===== config.mk =====
export PLATFORM = sky130hd
export DESIGN_NAME = i2c_regbank_slave
export DESIGN_NICKNAME = d
export VERILOG_FILES = /design/src/rtl/i2c_regbank_pkg.sv /design/src/rtl/i2c_line_sync.sv /design/src/rtl/i2c_reg_bank.sv /design/src/rtl/i2c_proto_fsm.sv /design/src/rtl/i2c_regbank_slave.sv
export SDC_FILE = /design/constraint.sdc
export NUM_CORES = 1
export LEC_CHECK = 0
export ABC_AREA = 1
export BUFFER_PORTS_ARGS = -buffer_cell sky130_fd_sc_hd__buf_4
export CORE_MARGIN = 2
export CORE_UTILIZATION = 40
export CTS_CLUSTER_DIAMETER = 100
export DETAILED_ROUTE_END_ITERATION = 10
export GPL_TIMING_DRIVEN = 0
export PLACE_DENSITY = 0.71
export SETUP_SLACK_MARGIN = 0.1
export SYNTH_ARGS = -nofsm -noshare
export SYNTH_HDL_FRONTEND = slang
export SYNTH_SLANG_ARGS = --single-unit

===== constraint.sdc =====
create_clock -name clk -period 3.3 [get_ports clk]
set_clock_uncertainty 0.1 [all_clocks]
set_input_delay 0.33 -clock clk [delete_from_list [all_inputs] [get_ports clk]]
set_output_delay 0.33 -clock clk [all_outputs]
set_load 0.02 [all_outputs]

===== src/rtl/i2c_regbank_pkg.sv =====
package i2c_regbank_pkg;

  typedef enum logic [3:0] {
    ST_IDLE,
    ST_ADDR,
    ST_ADDR_ACK,
    ST_SUB,
    ST_SUB_ACK,
    ST_WDATA,
    ST_WACK,
    ST_RDATA,
    ST_RACK,
    ST_IGNORE
  } bus_state_e;

  // fold an incoming location byte into the implemented range
  function automatic int unsigned fold_loc(input int unsigned loc, input int unsigned nregs);
    return loc % nregs;
  endfunction

  // next pointer value, wrapping after the last register
  function automatic int unsigned step_loc(input int unsigned loc, input int unsigned nregs);
    return (loc + 1 >= nregs) ? 0 : loc + 1;
  endfunction

endpackage


===== src/rtl/i2c_line_sync.sv =====
module i2c_line_sync #(
  parameter int STAGES = 2
) (
  input  logic clk,
  input  logic rst_n,
  input  logic scl_i,
  input  logic sda_i,
  output logic scl_s,
  output logic sda_s,
  output logic scl_rise,
  output logic scl_fall,
  output logic start_evt,
  output logic stop_evt
);

  logic [STAGES-1:0] scl_pipe;
  logic [STAGES-1:0] sda_pipe;
  logic              scl_q;
  logic              sda_q;

  always_ff @(posedge clk or negedge rst_n) begin
    if (!rst_n) begin
      scl_pipe <= '1;
      sda_pipe <= '1;
      scl_q    <= 1'b1;
      sda_q    <= 1'b1;
    end else begin
      scl_pipe <= {scl_pipe[STAGES-2:0], scl_i};
      sda_pipe <= {sda_pipe[STAGES-2:0], sda_i};
      scl_q    <= scl_pipe[STAGES-1];
      sda_q    <= sda_pipe[STAGES-1];
    end
  end

  assign scl_s     = scl_pipe[STAGES-1];
  assign sda_s     = sda_pipe[STAGES-1];
  assign scl_rise  = scl_s & ~scl_q;
  assign scl_fall  = ~scl_s & scl_q;
  assign start_evt = scl_s & scl_q & sda_q & ~sda_s;
  assign stop_evt  = scl_s & scl_q & ~sda_q & sda_s;

endmodule


===== src/rtl/i2c_reg_bank.sv =====
module i2c_reg_bank #(
  parameter int NUM_REGS = 14,
  parameter int PTR_W    = 5,
  parameter int DATA_W   = 8
) (
  input  logic                       clk,
  input  logic                       rst_n,
  input  logic                       wr_en,
  input  logic [PTR_W-1:0]           wr_addr,
  input  logic [DATA_W-1:0]          wr_data,
  input  logic [PTR_W-1:0]           rd_addr,
  output logic [DATA_W-1:0]          rd_data,
  output logic [NUM_REGS*DATA_W-1:0] regs_flat
);

  logic [DATA_W-1:0] store [NUM_REGS];

  for (genvar g = 0; g < NUM_REGS; g++) begin : g_reg
    always_ff @(posedge clk or negedge rst_n) begin
      if (!rst_n) begin
        store[g] <= '0;
      end else if (wr_en && (wr_addr == PTR_W'(g))) begin
        store[g] <= wr_data;
      end
    end
    assign regs_flat[g*DATA_W +: DATA_W] = store[g];
  end

  // locations without a register read as zero
  always_comb begin
    rd_data = '0;
    for (int i = 0; i < NUM_REGS; i++) begin
      if (rd_addr == PTR_W'(i)) rd_data = store[i];
    end
  end

endmodule


===== src/rtl/i2c_proto_fsm.sv =====
module i2c_proto_fsm
  import i2c_regbank_pkg::*;
#(
  parameter logic [6:0] DEV_ADDR = 7'h3A,
  parameter int         NUM_REGS = 14,
  parameter int         PTR_W    = 5
) (
  input  logic             clk,
  input  logic             rst_n,
  input  logic             sda_s,
  input  logic             scl_rise,
  input  logic             scl_fall,
  input  logic             start_evt,
  input  logic             stop_evt,
  input  logic [7:0]       rd_data,
  output logic             sda_oe,
  output logic             wr_en,
  output logic [PTR_W-1:0] wr_addr,
  output logic [7:0]       wr_data,
  output logic [PTR_W-1:0] ptr_o,
  output logic             ignoring
);

  bus_state_e       state;
  logic [3:0]       bitcnt;
  logic [7:0]       shreg;
  logic [PTR_W-1:0] ptr;
  logic             rw_q;
  logic             mack_q;
  logic             oe_q;
  logic             byte_done;
  logic             bus_evt;
  logic [PTR_W-1:0] ptr_next;
  logic [PTR_W-1:0] ptr_loaded;

  assign bus_evt    = start_evt | stop_evt;
  assign byte_done  = scl_fall && (bitcnt == 4'd8);
  assign ptr_next   = PTR_W'(step_loc(32'(ptr), NUM_REGS));
  assign ptr_loaded = PTR_W'(fold_loc(32'(shreg), NUM_REGS));

  always_ff @(posedge clk or negedge rst_n) begin
    if (!rst_n) begin
      state  <= ST_IDLE;
      bitcnt <= '0;
      shreg  <= '0;
      ptr    <= '0;
      rw_q   <= 1'b0;
      mack_q <= 1'b0;
      oe_q   <= 1'b0;
    end else if (start_evt) begin
      state  <= ST_ADDR;
      bitcnt <= '0;
      oe_q   <= 1'b0;
    end else if (stop_evt) begin
      state  <= ST_IDLE;
      bitcnt <= '0;
      oe_q   <= 1'b0;
    end else begin
      unique case (state)
        ST_ADDR, ST_SUB, ST_WDATA: begin
          if (scl_rise) begin
            shreg  <= {shreg[6:0], sda_s};
            bitcnt <= bitcnt + 4'd1;
          end else if (byte_done) begin
            bitcnt <= '0;
            if (state == ST_ADDR) begin
              if (shreg[7:1] == DEV_ADDR) begin
                rw_q  <= shreg[0];
                oe_q  <= 1'b1;
                state <= ST_ADDR_ACK;
              end else begin
                state <= ST_IGNORE;
              end
            end else if (state == ST_SUB) begin
              ptr   <= ptr_loaded;
              oe_q  <= 1'b1;
              state <= ST_SUB_ACK;
            end else begin
              ptr   <= ptr_next;
              oe_q  <= 1'b1;
              state <= ST_WACK;
            end
          end
        end
        ST_ADDR_ACK: begin
          if (scl_fall) begin
            if (rw_q) begin
              shreg  <= rd_data;
              oe_q   <= ~rd_data[7];
              bitcnt <= 4'd1;
              ptr    <= ptr_next;
              state  <= ST_RDATA;
            end else begin
              oe_q  <= 1'b0;
              state <= ST_SUB;
            end
          end
        end
        ST_SUB_ACK, ST_WACK: begin
          if (scl_fall) begin
            oe_q  <= 1'b0;
            state <= ST_WDATA;
          end
        end
        ST_RDATA: begin
          if (scl_fall) begin
            if (bitcnt == 4'd8) begin
              oe_q  <= 1'b0;
              state <= ST_RACK;
            end else begin
              oe_q   <= ~shreg[6];
              shreg  <= {shreg[6:0], 1'b0};
              bitcnt <= bitcnt + 4'd1;
            end
          end
        end
        ST_RACK: begin
          if (scl_rise) begin
            mack_q <= ~sda_s;
          end else if (scl_fall) begin
            if (mack_q) begin
              shreg  <= rd_data;
              oe_q   <= ~rd_data[7];
              bitcnt <= 4'd1;
              ptr    <= ptr_next;
              state  <= ST_RDATA;
            end else begin
              state <= ST_IGNORE;
            end
          end
        end
        default: ;
      endcase
    end
  end

  assign wr_en    = (state == ST_WDATA) && byte_done && !bus_evt;
  assign wr_addr  = ptr;
  assign wr_data  = shreg;
  assign ptr_o    = ptr;
  assign sda_oe   = oe_q;
  assign ignoring = (state == ST_IGNORE);

endmodule


===== src/rtl/i2c_regbank_slave.sv =====
module i2c_regbank_slave #(
  parameter logic [6:0] DEV_ADDR    = 7'h3A,
  parameter int         NUM_REGS    = 14,
  parameter int         SYNC_STAGES = 2,
  localparam int        PTR_W       = (NUM_REGS > 1) ? $clog2(NUM_REGS) : 1
) (
  input  logic                  clk,
  input  logic                  rst_n,
  input  logic                  scl_i,
  input  logic                  sda_i,
  output logic                  sda_oe,
  output logic [NUM_REGS*8-1:0] regs_o
);

  logic             scl_s;
  logic             sda_s;
  logic             scl_rise;
  logic             scl_fall;
  logic             start_evt;
  logic             stop_evt;
  logic             wr_en;
  logic [PTR_W-1:0] wr_addr;
  logic [7:0]       wr_data;
  logic [PTR_W-1:0] ptr;
  logic [7:0]       rd_data;
  logic             ignoring;
  logic             scl_low;

  assign scl_low = ~scl_s;

  i2c_line_sync #(.STAGES(SYNC_STAGES)) u_sync (
    .clk       (clk),
    .rst_n     (rst_n),
    .scl_i     (scl_i),
    .sda_i     (sda_i),
    .scl_s     (scl_s),
    .sda_s     (sda_s),
    .scl_rise  (scl_rise),
    .scl_fall  (scl_fall),
    .start_evt (start_evt),
    .stop_evt  (stop_evt)
  );

  i2c_proto_fsm #(
    .DEV_ADDR (DEV_ADDR),
    .NUM_REGS (NUM_REGS),
    .PTR_W    (PTR_W)
  ) u_fsm (
    .clk       (clk),
    .rst_n     (rst_n),
    .sda_s     (sda_s),
    .scl_rise  (scl_rise),
    .scl_fall  (scl_fall),
    .start_evt (start_evt),
    .stop_evt  (stop_evt),
    .rd_data   (rd_data),
    .sda_oe    (sda_oe),
    .wr_en     (wr_en),
    .wr_addr   (wr_addr),
    .wr_data   (wr_data),
    .ptr_o     (ptr),
    .ignoring  (ignoring)
  );

  i2c_reg_bank #(
    .NUM_REGS (NUM_REGS),
    .PTR_W    (PTR_W),
    .DATA_W   (8)
  ) u_bank (
    .clk       (clk),
    .rst_n     (rst_n),
    .wr_en     (wr_en),
    .wr_addr   (wr_addr),
    .wr_data   (wr_data),
    .rd_addr   (ptr),
    .rd_data   (rd_data),
    .regs_flat (regs_o)
  );

endmodule


==> flow_summary.toml <==
[status]
status = "finished, final reports clean"

[timing]
finalWorstPathRequiredPeriod_ps = 2970
final.setup.tns_ps = 0
rsz0062_at_grt = "false"
hold_viol = 0
relSlewSlack_pct = 44.3
setup_viol = 0
fmax_ghz = 0.336
max_slew.worst_pin.slew_ps = 836
fin_crit_sh_pct = 90.1
slew_viol_final = 0
fin_ws_ps = 326

[synth]
synth.top_cell.area_share_pct = 44.4
synthTopCellsByArea = "dfrtp_1 44%, nand2_1 16%, o21ai_0 8.2%"
ys_top_cells_by_count = "326 x nand2_1, 135 x dfrtp_1, 127 x inv_1, 125 x o21ai_0, 65 x nor2_1"
synth_most_common_cell = "nand2_1"
synth_edf_count = 0
synth_fp_nets = 1049
synth-seq-cells = 141
ys_types = 39
ys_warn_count = 0
synth_top_area_cell = "dfrtp_1"
synth_area_per_cell_um2 = 7.34
ys.flop_type = "dfrtp_1"
syn_inst = 1036
yosysSeqAreaShare_pct = 46.5
synthArstFlopShare_pct = 100
syn-cell-area_um2 = 7600

[placed_design]
gp_congestion = 0.918
port_buffers = 116
dp_slack_ps = 420
dp.cells = 1387
dp_hpwl_mm = 16.5

[grt]
overflow = 0
antenna_found_initial = 0
grt_max_degree = 89
first_global_vias = 6634
grt.total_usage_pct = 23.4
grt_pass1_wl_mm = 36.0

[detailed_routing]
wire_per_inst_um = 16.2
via_per_inst = 5.23
drc = 0
drtIter0Drc = 707
finalWirelength_mm = 23.1
dr.pass1.iters = 8
num_vias = 7437
ant_nets = 0

[worst_setup_path]
slowest_stage = "dfstp_2"
cp_max_fo = 10
crit_chain = "inv_1 -> nor2_1 -> inv_1 -> nor2_1 -> nand2_1 -> inv_1 -> nand2_1 -> clkbuf_1 -> o21ai_0"
cp-end-kind = "register"
critical-path-max-stage-delay_ps = 540
crit_type = "register to register"
cp.arrival_ps = 3210
crit_top_cell = "inv_1"
required_ps = 3530
crit_buf_inv = 4
critPathTopFamily = "simple AND/OR/NAND/NOR gates"
critPathLaunchType = "register"

[pwr]
p_switching_w = 0.00360
power_density_nw_per_um2 = 830
p_comb_share_pct = 49.8
internal_power_w = 0.00422
power.total_w = 0.00782
seq_power_share_pct = 25.3
p_sw_share_pct = 46.0
clkPwrFrac_pct = 24.9
p_leak_nw = 4.71
ir_drop_mv = 0.682

[clock_network]
post_cts_buffers = 0
cts_buffers = 17
cts_sinks = 141
cts.clk_slew.worst_paths_ps = 60
htree_levels = 4
clockBufferDepth = 2
cts_tree = "done"
cts-root-buf = "clkbuf_16"
worstSkewPairLatency_ps = 440

[floorplan]
num_io_pins = 117
start_util_pct = 40.6
core_area_um2 = 18700
num_rows = 50
die_w_um = 142
dieArea_um2 = 20100
die_h_um = 142

[final_layout]
num-nets-final = 1188
final_core_util_pct = 50.4
syn2layout_area_growth_pct = 24.0
stdcell_count = 1423
final_layout_size_suffix_gt1_share_pct = 17.6

[run]
cap_violations = 0

[min_path]
hold_class = "register to register"
-- final timing paths --
path | slack [ps] | start | endpoint | cells past startpoint
max reg2reg | 330 | u_sync.scl_q | u_bank.regs_flat[74] | 9
min in group asynchronous | 330 | rst_n | u_bank.regs_flat[37] | 2
min | 260 | u_sync.sda_pipe[0] | u_sync.sda_pipe[1] | 0
max in group asynchronous | 1920 | rst_n | u_sync.sda_pipe[1] | 3
max | 330 | u_sync.scl_q | u_bank.regs_flat[74] | 9
min reg2reg | 260 | u_sync.sda_pipe[0] | u_sync.sda_pipe[1] | 0
-- power groups by stage --
stage               logic (W)  clock network, W  registers [W]
floorplan             0.00280                 0        0.00199
global placement      0.00376                 0        0.00200
detailed placement    0.00383                 0        0.00201
CTS                   0.00385           0.00196        0.00198
global route          0.00439           0.00204        0.00200
finish                0.00390           0.00194        0.00198
-- cell families after synthesis --
kind of cell,after synthesis,share of synthesized area (%)
compound gates,203,14.3
xor+xnor,2,0.230
fa+ha+maj,9,1.48
buf+inv,176,9.02
flops,141,46.5
mux,1,0.132
simple gates,504,28.3
-- metrics by stage --
stage | hold WS [ps] | instance area [um2]
floorplan | -65.6 | 7600
global placement | 246 | 8770
detailed placement | 231 | 8800
CTS | 256 | 9420
global route | 258 | 9430
finish | 257 | 9430
-- state kept, by name, summed over array words and instances (netlist names) --
register / count
u_fsm.wr_data: 8
u_sync.scl_pipe: 2
u_fsm.rw_q: 1
u_sync.sda_q: 1
u_bank.regs_flat: 112
u_fsm.state: 4
u_fsm.bitcnt: 4
u_sync.sda_pipe: 2
u_fsm.mack_q: 1
u_sync.scl_q: 1
u_fsm.sda_oe: 1
u_fsm.ptr_o: 4
-- placed cells by master (no fill, tap or decap), types with 8 or more instances in the layout --
cell type and count:
dfrtp_1 135, clkbuf_16 17, clkbuf_1 27, inv_2 10, nand3_1 49, nor2_1 63, ha_1 9, buf_4 117
o21ai_0 125, nor2_2 10, nor3_1 9, inv_1 127, nand2_1 326, o211ai_1 9, nand4_1 17, nand2_2 8
o21a_1 10, nand3_2 8, a21oi_1 46
-- final cells by class --
type,instances,area (um2)
plain buffers,34,151
flip-flops and latches,141,3540
multi-input cells,719,3390
inverters,142,534
clock buffers,26,509
repair buffers,120,932
fillers,1830,9280
diodes,1,2.50
well taps,234,293
clock inverters,6,82.6
-- metal layers --
metal	vias up	share of wire (%)	global-route usage, %
met5	-	0	0
met2	347	45	35.3
li1	3608	-	-
met1	3448	45	33.2
met3	34	8.0	4.93
met4	0	1.9	8.84
-- what timing repair did --
item	4_1_cts	5_1_grt
endpoints found under the hold margin	55	0
setup endpoints to repair	0	5
hold buffers	3	0
gates resized for setup	0	2
Note: power is estimated with default switching activity, not from simulation.
